File: config.mk
export PLATFORM = sky130hd
export DESIGN_NAME = pwm_timer16
export DESIGN_NICKNAME = d
export VERILOG_FILES = /design/src/rtl/pwmt_pkg.sv /design/src/rtl/pwmt_mode_decode.sv /design/src/rtl/pwmt_counter.sv /design/src/rtl/pwmt_compare.sv /design/src/rtl/pwm_timer16.sv
export SDC_FILE = /design/constraint.sdc
export NUM_CORES = 1
export LEC_CHECK = 0
export BUFFER_PORTS_ARGS = -buffer_cell sky130_fd_sc_hd__buf_2
export CAP_MARGIN = 10
export CORE_MARGIN = 10
export CORE_UTILIZATION = 50
export CTS_CLUSTER_DIAMETER = 200
export CTS_CLUSTER_SIZE = 8
export DETAILED_ROUTE_END_ITERATION = 10
export HOLD_SLACK_MARGIN = 0.03
export PLACE_DENSITY = 0.72
export SLEW_MARGIN = 20
export SYNTH_ARGS = -nofsm -noshare
export SYNTH_HDL_FRONTEND = slang
export SYNTH_HIERARCHICAL = 1
export SYNTH_SLANG_ARGS = --single-unit
export TNS_END_PERCENT = 30
File: constraint.sdc
create_clock -name clk -period 4.47 [get_ports clk]
set_input_delay 0.894 -clock clk [delete_from_list [all_inputs] [get_ports clk]]
set_output_delay 0.894 -clock clk [all_outputs]
set_load 0.05 [all_outputs]
File: src/rtl/pwmt_pkg.sv
package pwmt_pkg;
  typedef enum logic [2:0] {SH_UP, SH_CTC, SH_FAST, SH_DUAL, SH_HOLD} shape_e;
  typedef enum logic [2:0] {TS_MAX, TS_FIX8, TS_FIX9, TS_FIX10, TS_CMP, TS_PER} topsrc_e;
  typedef enum logic [1:0] {UP_NOW, UP_TOP, UP_BOT} upd_e;
  typedef enum logic [1:0] {OV_NONE, OV_MAX, OV_TOP, OV_BOT} ovf_e;

  typedef struct packed {
    shape_e  shape;
    topsrc_e tsrc;
    upd_e    upd;
    ovf_e    ovf;
    logic    pwm;
  } mode_cfg_t;

  localparam logic [1:0] ACT_OFF = 2'd0;
  localparam logic [1:0] ACT_TGL = 2'd1;
  localparam logic [1:0] ACT_LO  = 2'd2;
  localparam logic [1:0] ACT_HI  = 2'd3;
endpackage

File: src/rtl/pwmt_mode_decode.sv
module pwmt_mode_decode
  import pwmt_pkg::*;
#(
  parameter int W = 16
) (
  input  logic [3:0]   mode,
  input  logic [W-1:0] cmp_act,
  input  logic [W-1:0] per_q,
  output mode_cfg_t    cfg,
  output logic [W-1:0] top
);
  localparam logic [W-1:0] TOP8  = W'(255);
  localparam logic [W-1:0] TOP9  = W'(511);
  localparam logic [W-1:0] TOP10 = W'(1023);

  always_comb begin
    case (mode)
      4'd0:  cfg = '{SH_UP,   TS_MAX,   UP_NOW, OV_MAX,  1'b0};
      4'd1:  cfg = '{SH_DUAL, TS_FIX8,  UP_TOP, OV_BOT,  1'b1};
      4'd2:  cfg = '{SH_DUAL, TS_FIX9,  UP_TOP, OV_BOT,  1'b1};
      4'd3:  cfg = '{SH_DUAL, TS_FIX10, UP_TOP, OV_BOT,  1'b1};
      4'd4:  cfg = '{SH_CTC,  TS_CMP,   UP_NOW, OV_MAX,  1'b0};
      4'd5:  cfg = '{SH_FAST, TS_FIX8,  UP_BOT, OV_TOP,  1'b1};
      4'd6:  cfg = '{SH_FAST, TS_FIX9,  UP_BOT, OV_TOP,  1'b1};
      4'd7:  cfg = '{SH_FAST, TS_FIX10, UP_BOT, OV_TOP,  1'b1};
      4'd8:  cfg = '{SH_DUAL, TS_PER,   UP_BOT, OV_BOT,  1'b1};
      4'd9:  cfg = '{SH_DUAL, TS_CMP,   UP_BOT, OV_BOT,  1'b1};
      4'd10: cfg = '{SH_DUAL, TS_PER,   UP_TOP, OV_BOT,  1'b1};
      4'd11: cfg = '{SH_DUAL, TS_CMP,   UP_TOP, OV_BOT,  1'b1};
      4'd12: cfg = '{SH_CTC,  TS_PER,   UP_NOW, OV_MAX,  1'b0};
      4'd13: cfg = '{SH_HOLD, TS_MAX,   UP_NOW, OV_NONE, 1'b0};
      4'd14: cfg = '{SH_FAST, TS_PER,   UP_BOT, OV_TOP,  1'b1};
      default: cfg = '{SH_FAST, TS_CMP, UP_BOT, OV_TOP,  1'b1};
    endcase
  end

  always_comb begin
    case (cfg.tsrc)
      TS_FIX8:  top = TOP8;
      TS_FIX9:  top = TOP9;
      TS_FIX10: top = TOP10;
      TS_CMP:   top = cmp_act;
      TS_PER:   top = per_q;
      default:  top = '1;
    endcase
  end
endmodule

File: src/rtl/pwmt_counter.sv
module pwmt_counter
  import pwmt_pkg::*;
#(
  parameter int W = 16
) (
  input  logic         clk,
  input  logic         rst,
  input  logic         tick,
  input  logic         load,
  input  logic [W-1:0] load_val,
  input  logic [W-1:0] top,
  input  mode_cfg_t    cfg,
  output logic [W-1:0] cnt_q,
  output logic         dir_q,
  output logic         live,
  output logic         ovf_evt,
  output logic         upd_evt,
  output logic         wrap_evt
);
  localparam logic [W-1:0] ONE = W'(1);

  logic at_top, at_zero, dual_bot, at_max;

  assign at_top   = (cnt_q == top);
  assign at_zero  = (cnt_q == '0);
  assign at_max   = (cnt_q == '1);
  assign dual_bot = dir_q & at_zero;
  assign live     = tick & ~load & (cfg.shape != SH_HOLD);
  assign wrap_evt = live & (cfg.shape == SH_FAST) & at_top;

  always_comb begin
    case (cfg.ovf)
      OV_MAX:  ovf_evt = live & at_max;
      OV_TOP:  ovf_evt = live & at_top;
      OV_BOT:  ovf_evt = live & dual_bot;
      default: ovf_evt = 1'b0;
    endcase
  end

  always_comb begin
    case (cfg.upd)
      UP_TOP:  upd_evt = live & ~dir_q & at_top;
      UP_BOT:  upd_evt = live & ((cfg.shape == SH_FAST) ? at_top : dual_bot);
      default: upd_evt = 1'b0;
    endcase
  end

  always_ff @(posedge clk) begin
    if (rst) begin
      cnt_q <= '0;
      dir_q <= 1'b0;
    end else if (load) begin
      cnt_q <= load_val;
    end else if (live) begin
      case (cfg.shape)
        SH_CTC, SH_FAST: begin
          cnt_q <= at_top ? '0 : cnt_q + ONE;
          dir_q <= 1'b0;
        end
        SH_DUAL: begin
          if (!dir_q) begin
            if (at_top) begin
              dir_q <= 1'b1;
              cnt_q <= cnt_q - ONE;
            end else begin
              cnt_q <= cnt_q + ONE;
            end
          end else begin
            if (at_zero) begin
              dir_q <= 1'b0;
              cnt_q <= cnt_q + ONE;
            end else begin
              cnt_q <= cnt_q - ONE;
            end
          end
        end
        default: begin
          cnt_q <= cnt_q + ONE;
          dir_q <= 1'b0;
        end
      endcase
    end
  end

  // no tick, no load -> counter frozen
  p_tick_gate_r2: assert property (@(posedge clk) disable iff (rst)
    (!tick && !load) |=> $stable(cnt_q));
  // reserved mode keeps counter and direction
  p_hold_r12: assert property (@(posedge clk) disable iff (rst)
    (cfg.shape == SH_HOLD && !load) |=> ($stable(cnt_q) && $stable(dir_q)));
  // clear-on-match returns to zero
  p_ctc_zero_r4: assert property (@(posedge clk) disable iff (rst)
    (live && cfg.shape == SH_CTC && at_top) |=> (cnt_q == '0));
  // dual slope turns down at TOP
  p_dual_turn_r6: assert property (@(posedge clk) disable iff (rst)
    (live && cfg.shape == SH_DUAL && !dir_q && at_top && top != '0) |=> dir_q);
endmodule

File: src/rtl/pwmt_compare.sv
module pwmt_compare
  import pwmt_pkg::*;
#(
  parameter int W = 16
) (
  input  logic         clk,
  input  logic         rst,
  input  mode_cfg_t    cfg,
  input  logic [W-1:0] cnt_q,
  input  logic         dir_q,
  input  logic         live,
  input  logic         upd_evt,
  input  logic         wrap_evt,
  input  logic         cmp_we,
  input  logic [W-1:0] cmp_wdata,
  input  logic         act_we,
  input  logic [1:0]   act_wdata,
  input  logic         force_cmp,
  output logic [W-1:0] cmp_act,
  output logic         match_evt,
  output logic         pin_q
);
  logic [W-1:0] cmp_buf;
  logic [1:0]   act_req, act_cur, act_use;
  logic         oc_q, oc_nx, force_ok, fire, down_phase;

  assign match_evt  = live & (cnt_q == cmp_act);
  assign force_ok   = force_cmp & ~cfg.pwm & (cfg.shape != SH_HOLD);
  assign fire       = match_evt | force_ok;
  assign act_use    = fire ? act_req : act_cur;
  assign down_phase = (cfg.shape == SH_DUAL) & dir_q;

  always_comb begin
    oc_nx = oc_q;
    if (fire) begin
      if (!cfg.pwm) begin
        case (act_req)
          ACT_TGL: oc_nx = ~oc_q;
          ACT_LO:  oc_nx = 1'b0;
          ACT_HI:  oc_nx = 1'b1;
          default: oc_nx = oc_q;
        endcase
      end else begin
        case (act_req)
          ACT_LO:  oc_nx = down_phase;
          ACT_HI:  oc_nx = ~down_phase;
          default: oc_nx = oc_q;
        endcase
      end
    end
    if (wrap_evt) begin
      case (act_use)
        ACT_LO:  oc_nx = 1'b1;
        ACT_HI:  oc_nx = 1'b0;
        default: oc_nx = oc_nx;
      endcase
    end
  end

  always_ff @(posedge clk) begin
    if (rst) begin
      cmp_buf <= '0;
      cmp_act <= '0;
    end else begin
      if (cmp_we) cmp_buf <= cmp_wdata;
      if (cfg.upd == UP_NOW)
        cmp_act <= cmp_we ? cmp_wdata : cmp_buf;
      else if (upd_evt)
        cmp_act <= cmp_buf;
    end
  end

  always_ff @(posedge clk) begin
    if (rst) begin
      act_req <= ACT_OFF;
      act_cur <= ACT_OFF;
      oc_q    <= 1'b0;
      pin_q   <= 1'b0;
    end else begin
      if (act_we) act_req <= act_wdata;
      act_cur <= act_use;
      oc_q    <= oc_nx;
      pin_q   <= (act_use != ACT_OFF) ? oc_nx : 1'b0;
    end
  end

  // force in PWM modes leaves the pin state alone
  p_pwm_force_r11: assert property (@(posedge clk) disable iff (rst)
    (force_cmp && cfg.pwm && !live) |=> $stable(oc_q));
  // active pin action only changes at a match or force
  p_act_defer_r10: assert property (@(posedge clk) disable iff (rst)
    (!match_evt && !force_ok) |=> $stable(act_cur));
  // buffered modes hold the active compare value between update points
  p_cmp_hold_r7: assert property (@(posedge clk) disable iff (rst)
    (cfg.upd != UP_NOW && !upd_evt) |=> $stable(cmp_act));
endmodule

File: src/rtl/pwm_timer16.sv
module pwm_timer16
  import pwmt_pkg::*;
#(
  parameter int W = 16
) (
  input  logic         clk,
  input  logic         rst,
  input  logic         tick,
  input  logic         mode_we,
  input  logic [3:0]   mode_wdata,
  input  logic         act_we,
  input  logic [1:0]   act_wdata,
  input  logic         cmp_we,
  input  logic [W-1:0] cmp_wdata,
  input  logic         per_we,
  input  logic [W-1:0] per_wdata,
  input  logic         cnt_we,
  input  logic [W-1:0] cnt_wdata,
  input  logic         force_cmp,
  input  logic         ovf_clr,
  input  logic         match_clr,
  output logic         oc_pin,
  output logic         ovf_flag,
  output logic         match_flag,
  output logic [W-1:0] count
);
  logic [3:0]   mode_q;
  logic [W-1:0] per_q, cmp_act, top, cnt_q;
  mode_cfg_t    cfg;
  logic         dir_q, live, ovf_evt, upd_evt, wrap_evt, match_evt;

  always_ff @(posedge clk) begin
    if (rst) begin
      mode_q     <= 4'd0;
      per_q      <= '0;
      ovf_flag   <= 1'b0;
      match_flag <= 1'b0;
    end else begin
      if (mode_we) mode_q <= mode_wdata;
      if (per_we)  per_q  <= per_wdata;
      if (ovf_evt)        ovf_flag <= 1'b1;
      else if (ovf_clr)   ovf_flag <= 1'b0;
      if (match_evt)      match_flag <= 1'b1;
      else if (match_clr) match_flag <= 1'b0;
    end
  end

  pwmt_mode_decode #(.W(W)) u_dec (
    .mode(mode_q), .cmp_act(cmp_act), .per_q(per_q), .cfg(cfg), .top(top)
  );

  pwmt_counter #(.W(W)) u_cnt (
    .clk(clk), .rst(rst), .tick(tick), .load(cnt_we), .load_val(cnt_wdata),
    .top(top), .cfg(cfg), .cnt_q(cnt_q), .dir_q(dir_q), .live(live),
    .ovf_evt(ovf_evt), .upd_evt(upd_evt), .wrap_evt(wrap_evt)
  );

  pwmt_compare #(.W(W)) u_cmp (
    .clk(clk), .rst(rst), .cfg(cfg), .cnt_q(cnt_q), .dir_q(dir_q),
    .live(live), .upd_evt(upd_evt), .wrap_evt(wrap_evt),
    .cmp_we(cmp_we), .cmp_wdata(cmp_wdata), .act_we(act_we),
    .act_wdata(act_wdata), .force_cmp(force_cmp), .cmp_act(cmp_act),
    .match_evt(match_evt), .pin_q(oc_pin)
  );

  assign count = cnt_q;

  // overflow event always leaves the flag set
  p_ovf_set_r3: assert property (@(posedge clk) disable iff (rst)
    ovf_evt |=> ovf_flag);
  // match sets the flag, a lone clear drops it
  p_match_set_r8: assert property (@(posedge clk) disable iff (rst)
    match_evt |=> match_flag);
  p_match_clr_r8: assert property (@(posedge clk) disable iff (rst)
    (match_clr && !match_evt) |=> !match_flag);
  // flags frozen without tick and without clears
  p_flag_gate_r2: assert property (@(posedge clk) disable iff (rst)
    (!tick && !ovf_clr && !match_clr) |=> ($stable(ovf_flag) && $stable(match_flag)));
endmodule

==> results of run 1 <==
-- registers in the layout (all words and copies together), names as in the netlist --
register and count:
u_cmp/pin_q 1, u_cmp/oc_q 1, mode_q 4, u_cmp/act_cur 2
u_cnt/dir_q 1, u_cmp/act_req 2, match_flag 1, ovf_flag 1
u_cnt/cnt_q 16, u_cmp/cmp_buf 16, u_cmp/cmp_act 16, per_q 16
-- metrics by stage --
| step | area, um2 | setup WS, ps | total power (uW) | std cells |
|---|---|---|---|---|
| floorplan | 5200 | 682 | 1150 | 644 |
| global placement | 5590 | 759 | 1250 | 820 |
| detailed placement | 5590 | 495 | 1260 | 820 |
| CTS | 5760 | 451 | 1760 | 836 |
| global route | 5760 | 68.4 | 1850 | 836 |
| finish | 5760 | 341 | 1750 | 836 |
-- worst max path at each step --
stage	start	endpoint	slack (ps)	cells past startpoint
3_5_place_dp	mode_q[1]	u_cnt/cnt_q[11]	500	13
3_3_place_gp	mode_q[1]	u_cnt/cnt_q[11]	760	13
4_1_cts	mode_q[1]	u_cnt/cnt_q[11]	450	13
6_report	mode_q[1]	u_cmp/pin_q	340	16
2_1_floorplan	mode_q[1]	u_cmp/cmp_act[0]	680	18
5_1_grt	mode_q[1]	u_cmp/cmp_act[9]	70	17
-- final cells by class --
type	count	area [um2]
Inverter	24	90.1
Clock buffer	9	124
Timing Repair Buffer	92	483
Clock inverter	7	55.1
Fill cell	989	4470
Sequential cell	77	1540
Multi-Input combinational cell	491	3300
Tap cell	136	170
-- layout by cell type (no fill, tap or decap), types with 7 or more instances in the layout --
cell type	instances
nor2_1	83
buf_2	83
dfxtp_1	77
nand2_1	52
mux2i_1	51
o21ai_0	41
inv_1	24
nor3_1	24
a21oi_1	20
xor2_1	18
nand3_1	18
xnor2_1	17
o22ai_1	12
or3_1	12
ha_1	10
clkbuf_8	9
buf_4	9
nor4_1	9
mux2_4	9
a222oi_1	9
nand4_1	8
a211oi_1	7
-- worst register-to-register path: stages, from the launching register on --
cell and delay, ps:
dfxtp_1 470, nor2_1 370, ha_1 330, nor4bb_4 490, o21ai_0 180, nand3_1 150, xnor2_1 130, nand4_1 150
nor4_1 330, buf_4 210, and3_1 220, nand2b_1 150, a41oi_1 60, or3_1 400, a21oi_1 160, mux2i_1 130
o22ai_2 120
-- power breakdown --
part	leakage [uW]	internal (uW)	switching, uW
clock network	0.0000866	207	288
registers	0.000636	734	89.6
logic	0.00166	183	253
total	0.00238	1120	631
-- metal layers --
layer / wire length, um / vias up
met5: 0 / -
li1: - / 2417
met3: 1330 / 33
met1: 6750 / 2374
met2: 7110 / 236
met4: 296 / 0
==> key figures, run 1 <==
Min path
  • Hold Path Sink: ovf_flag
  • Hold Path Cell Cnt: 2
  • Worst hold start: ovf_flag
  • Min-Delay Path Class: reg -> reg

Timing
  • Slew HR: roughly 40%
  • Clk_skew: ~16 ps
  • Slew @ Worst Pin: slightly below 900 ps
  • Max-slew violations: 0
  • Hold_ws: between 400 and 500 ps
  • Top achievable clock speed: 242 MHz
  • Final Setup Violations: 0
  • Setup TNS: 0 ps
  • Final min period: 4130 ps
  • Final Hold Vio Count: 0
  • Final period util: between 90 and 100%
  • RSZ-0062 raised after global routing: no

Yosys
  • Total number of yosys warnings: 6
  • Syn_nets: between 700 and 800
  • Syn Inst Count: approximately 640
  • Mean Syn Cell Area: about 8.1 um2
  • Post-Synthesis Cell Area: about 5200 um2

Setup path
  • Worst setup path category: reg -> reg
  • Startpoint Class: flop
  • Largest stage delay, worst path: 490 ps
  • CP Data Required Time: between 4000 and 5000 ps
  • Crit path cell chain: nor2_1, ha_1, nor4bb_4, o21ai_0, nand3_1, xnor2_1, nand4_1, nor4_1, buf_4, and3_1, nand2b_1, a41oi_1, or3_1, a21oi_1, mux2i_1, o22ai_2
  • Reg-to-reg endpoint: u_cmp/pin_q
  • CP max stage cell: nor4bb_4
  • Worst path top cell family by delay: simple AND/OR/NAND/NOR gates
  • Register-to-register setup slack: 340 ps
  • Buf/Inv on CP: 1
  • Arr. time, crit path: around 4400 ps
  • Reg-to-Reg Start: mode_q[1]
  • Cells on worst reg2reg path: 16
  • Worst-path maximum fanout: 12
  • Setup crit end kind: flop

Routing
  • Initial DRC count: roughly 570
  • DRT Pass-1 Iters: 7
  • Drt wl/cell: about 19 um
  • Final wirelength: 15.5 mm
  • Via Count: between 5,000 and 6,000
  • Vias per std cell: a little over 6
  • # DRC: 0
  • Post-route antenna net violation count: 0

GRT
  • Vias in the first global route: 4,922
  • Largest net degree at the start of global routing: 41
  • Met3 Resource Use GR: 4.44%
  • Wire length of the first global-routing pass: ~25 mm
  • Grt met2 use: about a third
  • M1 GR Usage: a little over a quarter
  • Initial antenna violation count: 0
  • Grt ovf: 0
  • GRT Total Usage: between 20% and 30%
  • Gr busiest metal: met2

Placement
  • RD Place Congestion: between 0.9 and 1
  • DP HPWL: ~11 mm
  • Buffers added on ports: just over 80

Power and ir drop
  • Peak supply drop: about 0.19 mV
  • LEAKAGE: ~0.0024 uW
  • Pwr/cell area: 304 nW/um2

Layout
  • Nets: 770
  • Antenna cells: 0
  • Area growth syn-to-layout: 10.9%
  • Share of layout cells above drive strength 1: 20.1%
  • Fin util: between 50% and 60%

Clock network
  • Clk slew on worst S/H paths: ~100 ps
  • Gates resized, CTS repair: 0
  • CTS sink cnt: 77
  • Total CTS buffers: 9
  • Post-CTS Hold Buffers: 0
  • Worst-skew pair later-pin latency: around 380 ps
  • CTS Root Cell: clkbuf_8
  • Post-CTS setup buffer count: 0
  • CTS tree: done
  • Maximum buffer depth of the clock tree: 2
  • H-tree Lvls: 3

Floorplan
  • FP Rows: 37
  • DIE AREA: between 10,000 and 15,000 um2
  • Die width: approximately 120 um
  • Die Ht: between 100 and 150 um
  • Initial Util: about half
  • CORE AREA: about 10,000 um2
  • IO Count: 84

Status
  • Status: completed

Job
  • Max Cap Viol: 0
Power figures use the tool's default switching activity.
==> inputs of run 2 (changes only) <==
--- a/config.mk
+++ b/config.mk
@@ -17,6 +17,5 @@
 export SLEW_MARGIN = 20
 export SYNTH_ARGS = -nofsm -noshare
 export SYNTH_HDL_FRONTEND = slang
-export SYNTH_HIERARCHICAL = 1
 export SYNTH_SLANG_ARGS = --single-unit
 export TNS_END_PERCENT = 30
==> key figures, run 2 <==
Status
  • Status: completed (unchanged)

Yosys
  • Synth area leader: dfxtp_1
  • Yosys top cell area share: 32.4%
  • EDFF count, synth: 0
  • Synth area leaders: dfxtp_1 (32%), mux2i_1 (9.8%), nor2_1 (6.1%), nand2_1 (5.4%), a21oi_1 (5.1%)
  • Cell variety after synth: between 60 and 70
  • Sequential fraction of the synthesis area: between 30% and 40%
  • Synthesized flop and latch total: 86
  • Fraction of registers with async set/reset: 0%
  • Synth top cells by count: dfxtp_1 (86), nor2_1 (86), nand2_1 (76), a21oi_1 (54), mux2i_1 (52)
  • Total number of yosys warnings: 0 (was 6)
  • Syn_nets: 754 (was 719)
  • Syn Inst Count: 681 (was 644)
  • Mean Syn Cell Area: 7.81 um2 (was 8.07 um2)
  • Post-Synthesis Cell Area: 5320 um2 (was 5200 um2)
  • Main flop type after synthesis: dfxtp_1

Power and ir drop
  • Peak supply drop: 0.221 mV (was 0.188 mV)
  • LEAKAGE: 0.00243 uW (was 0.00238 uW)
  • Pwr/cell area: 330 nW/um2 (was 304 nW/um2)

Setup path
  • Reg-to-Reg Start: u_dec.cfg[7] (was mode_q[1])
  • Crit path cell chain: or2_1, a21oi_1, or3_1, a221o_1, or2_0, a2111oi_1, o21ai_1, a22oi_1, o221ai_1 (was nor2_1, ha_1, nor4bb_4, o21ai_0, nand3_1, xnor2_1, nand4_1, nor4_1, buf_4, and3_1, nand2b_1, a41oi_1, or3_1, a21oi_1, mux2i_1, o22ai_2)
  • Worst setup path category: reg -> reg (unchanged)
  • Worst path top cell family by delay: compound AO/OA/AOI/OAI gates (was simple AND/OR/NAND/NOR gates)
  • Worst-path maximum fanout: 23 (was 12)
  • Largest stage delay, worst path: 720 ps (was 490 ps)
  • Arr. time, crit path: 3960 ps (was 4430 ps)
  • Startpoint Class: flop (unchanged)
  • Setup crit end kind: flop (unchanged)
  • CP Data Required Time: 4710 ps (was 4770 ps)
  • Cells on worst reg2reg path: 9 (was 16)
  • Reg-to-reg endpoint: u_cnt.cnt_q[7] (was u_cmp/pin_q)
  • Register-to-register setup slack: 750 ps (was 340 ps)
  • Buf/Inv on CP: 0 (was 1)
  • CP max stage cell: dfxtp_1 (was nor4bb_4)

Floorplan
  • CORE AREA: 10,400 um2 (was 10,200 um2)
  • Initial Util: 51.3% (was 50.8%)
  • IO Count: 84 (unchanged)
  • FP Rows: 37 (unchanged)
  • Die width: 123 um (was 122 um)
  • Die Ht: 123 um (was 122 um)
  • DIE AREA: 15,200 um2 (was 14,900 um2)

Routing
  • Post-route antenna net violation count: 0 (unchanged)
  • Vias per std cell: 5.99 (was 6.05)
  • DRT Pass-1 Iters: 6 (was 7)
  • Via Count: 5,166 (was 5,060)
  • Final wirelength: 15.4 mm (was 15.5 mm)
  • Initial DRC count: 682 (was 572)
  • Drt wl/cell: 17.8 um (was 18.5 um)
  • # DRC: 0 (unchanged)

Placement
  • Placed Instances: 847 (was 820)
  • Buffers added on ports: 83 (unchanged)
  • RD Place Congestion: 0.947 (was 0.964)
  • DP HPWL: 11.3 mm (about the same)

Layout
  • Area of the multi-input gates: 3230 um2 (was 3300 um2)
  • Share of layout cells above drive strength 1: 16.0% (was 20.1%)
  • Most frequent cells in the layout: nor2_1 (86), dfxtp_1 (86), buf_2 (83) (was nor2_1 (83), buf_2 (83), dfxtp_1 (77))
  • Nets: 795 (was 770)
  • Antenna cells: 0 (unchanged)
  • Area growth syn-to-layout: 10.9% (about the same)
  • Register area: 1720 um2 (was 1540 um2)
  • Fill cell count: 1,006 (was 989)
  • Fin util: 56.9% (was 56.3%)
  • Non-Filler Instances: 863 (was 836)

Timing
  • Slew HR: 40.1% (was 39.6%)
  • Max-slew violations: 0 (unchanged)
  • Final Hold Vio Count: 0 (unchanged)
  • Clk_skew: 17.5 ps (was 16.2 ps)
  • Final period util: 83.1% (was 92.4%)
  • Setup TNS: 0 ps (unchanged)
  • Final Setup Violations: 0 (unchanged)
  • Hold_ws: 471 ps (was 475 ps)
  • RSZ-0062 raised after global routing: no (unchanged)
  • Slew @ Worst Pin: 893 ps (was 881 ps)
  • Top achievable clock speed: 269 MHz (was 242 MHz)
  • Final min period: 3720 ps (was 4130 ps)

Clock network
  • Gates resized, CTS repair: 0 (unchanged)
  • CTS sink cnt: 86 (was 77)
  • Maximum buffer depth of the clock tree: 2 (unchanged)
  • Clk slew on worst S/H paths: 90 ps (was 100 ps)
  • H-tree Lvls: 3 (unchanged)
  • Total CTS buffers: 9 (unchanged)
  • Worst-skew pair later-pin latency: 380 ps (about the same)
  • CTS Root Cell: clkbuf_8 (unchanged)
  • CTS tree: done (unchanged)
  • Post-CTS setup buffer count: 0 (unchanged)
  • Post-CTS Hold Buffers: 0 (unchanged)

Min path
  • Hold Path Cell Cnt: 2 (unchanged)
  • Hold Path Sink: match_flag (was ovf_flag)
  • Worst hold start: match_flag (was ovf_flag)
  • Min-Delay Path Class: reg -> reg (unchanged)

GRT
  • Grt ovf: 0 (unchanged)
  • Wire length of the first global-routing pass: 25.4 mm (was 25.1 mm)
  • Initial antenna violation count: 0 (unchanged)
  • Largest net degree at the start of global routing: 51 (was 41)
  • Vias in the first global route: 5,049 (was 4,922)
  • GRT Total Usage: 20.5% (was 20.7%)

Job
  • Max Cap Viol: 0 (unchanged)
run 2: worst reg2reg max path: stages (launching register included):
cell and delay [ps]:
dfxtp_1 720, or2_1 360, a21oi_1 140, or3_1 350
a221o_1 360, or2_0 330, a2111oi_1 470, o21ai_1 430
a22oi_1 280, o221ai_1 160
run 2: per-stage QoR:
stage,worst slack [ps],power (uW),cell area [um2]
2_1_floorplan,1430,1250,5320
3_3_place_gp,986,1350,5690
4_1_cts,800,1950,5900
6_report,754,1950,5900
5_1_grt,300,2050,5900
3_5_place_dp,795,1370,5690
run 2: worst max path at each step:
stage / startpoint / cells after the start / to / slack (ps)
final: u_dec.cfg[7] / 9 / u_cnt.cnt_q[7] / 750
after global routing: u_dec.cfg[7] / 9 / u_cnt.cnt_q[11] / 300
after CTS: u_dec.cfg[7] / 9 / u_cnt.cnt_q[7] / 800
after detailed placement: u_dec.cfg[7] / 9 / u_cnt.cnt_q[11] / 800
after global placement: u_dec.cfg[7] / 9 / u_cnt.cnt_q[11] / 990
after floorplan: u_cnt.cnt_q[0] / 13 / u_cnt.cnt_q[13] / 1430
run 2: logic make-up (layout without fill, tap and decap cells):
logic type / Yosys count / count (layout) / synth area share [%]
fa+ha+maj: 8 / 8 / 1.88
buf+inv: 86 / 132 / 7.03
mux: 54 / 54 / 10.2
flops: 86 / 86 / 32.4
simple gates: 243 / 243 / 20.8
xor+xnor: 35 / 35 / 5.76
compound gates: 169 / 169 / 21.9
run 2: power by group:
group          switching (uW)  leakage [uW]  total [uW]  internal (uW)
sequential               88.3      0.000711         912            824
combinational             264       0.00161         448            184
clock                     313      0.000100         590            278
run 2: final cells by class:
class | count | area share [%]
inverters | 23 | 1.46
multi-input cells | 509 | 54.7
clock inverters | 6 | 1.19
flip-flops and latches | 86 | 29.2
repair buffers | 93 | 8.31
clock buffers | 10 | 2.33
well taps | 136 | 2.88
run 2: metal layers:
| metal | GRT usage [%] | share of wire (%) | vias up |
|---|---|---|---|
| li1 | - | - | 2496 |
| met4 | 8.59 | 2.2 | 0 |
| met1 | 27.0 | 44 | 2424 |
| met3 | 4.38 | 7.6 | 26 |
| met2 | 31.8 | 46 | 220 |
| met5 | 0 | 0 | - |
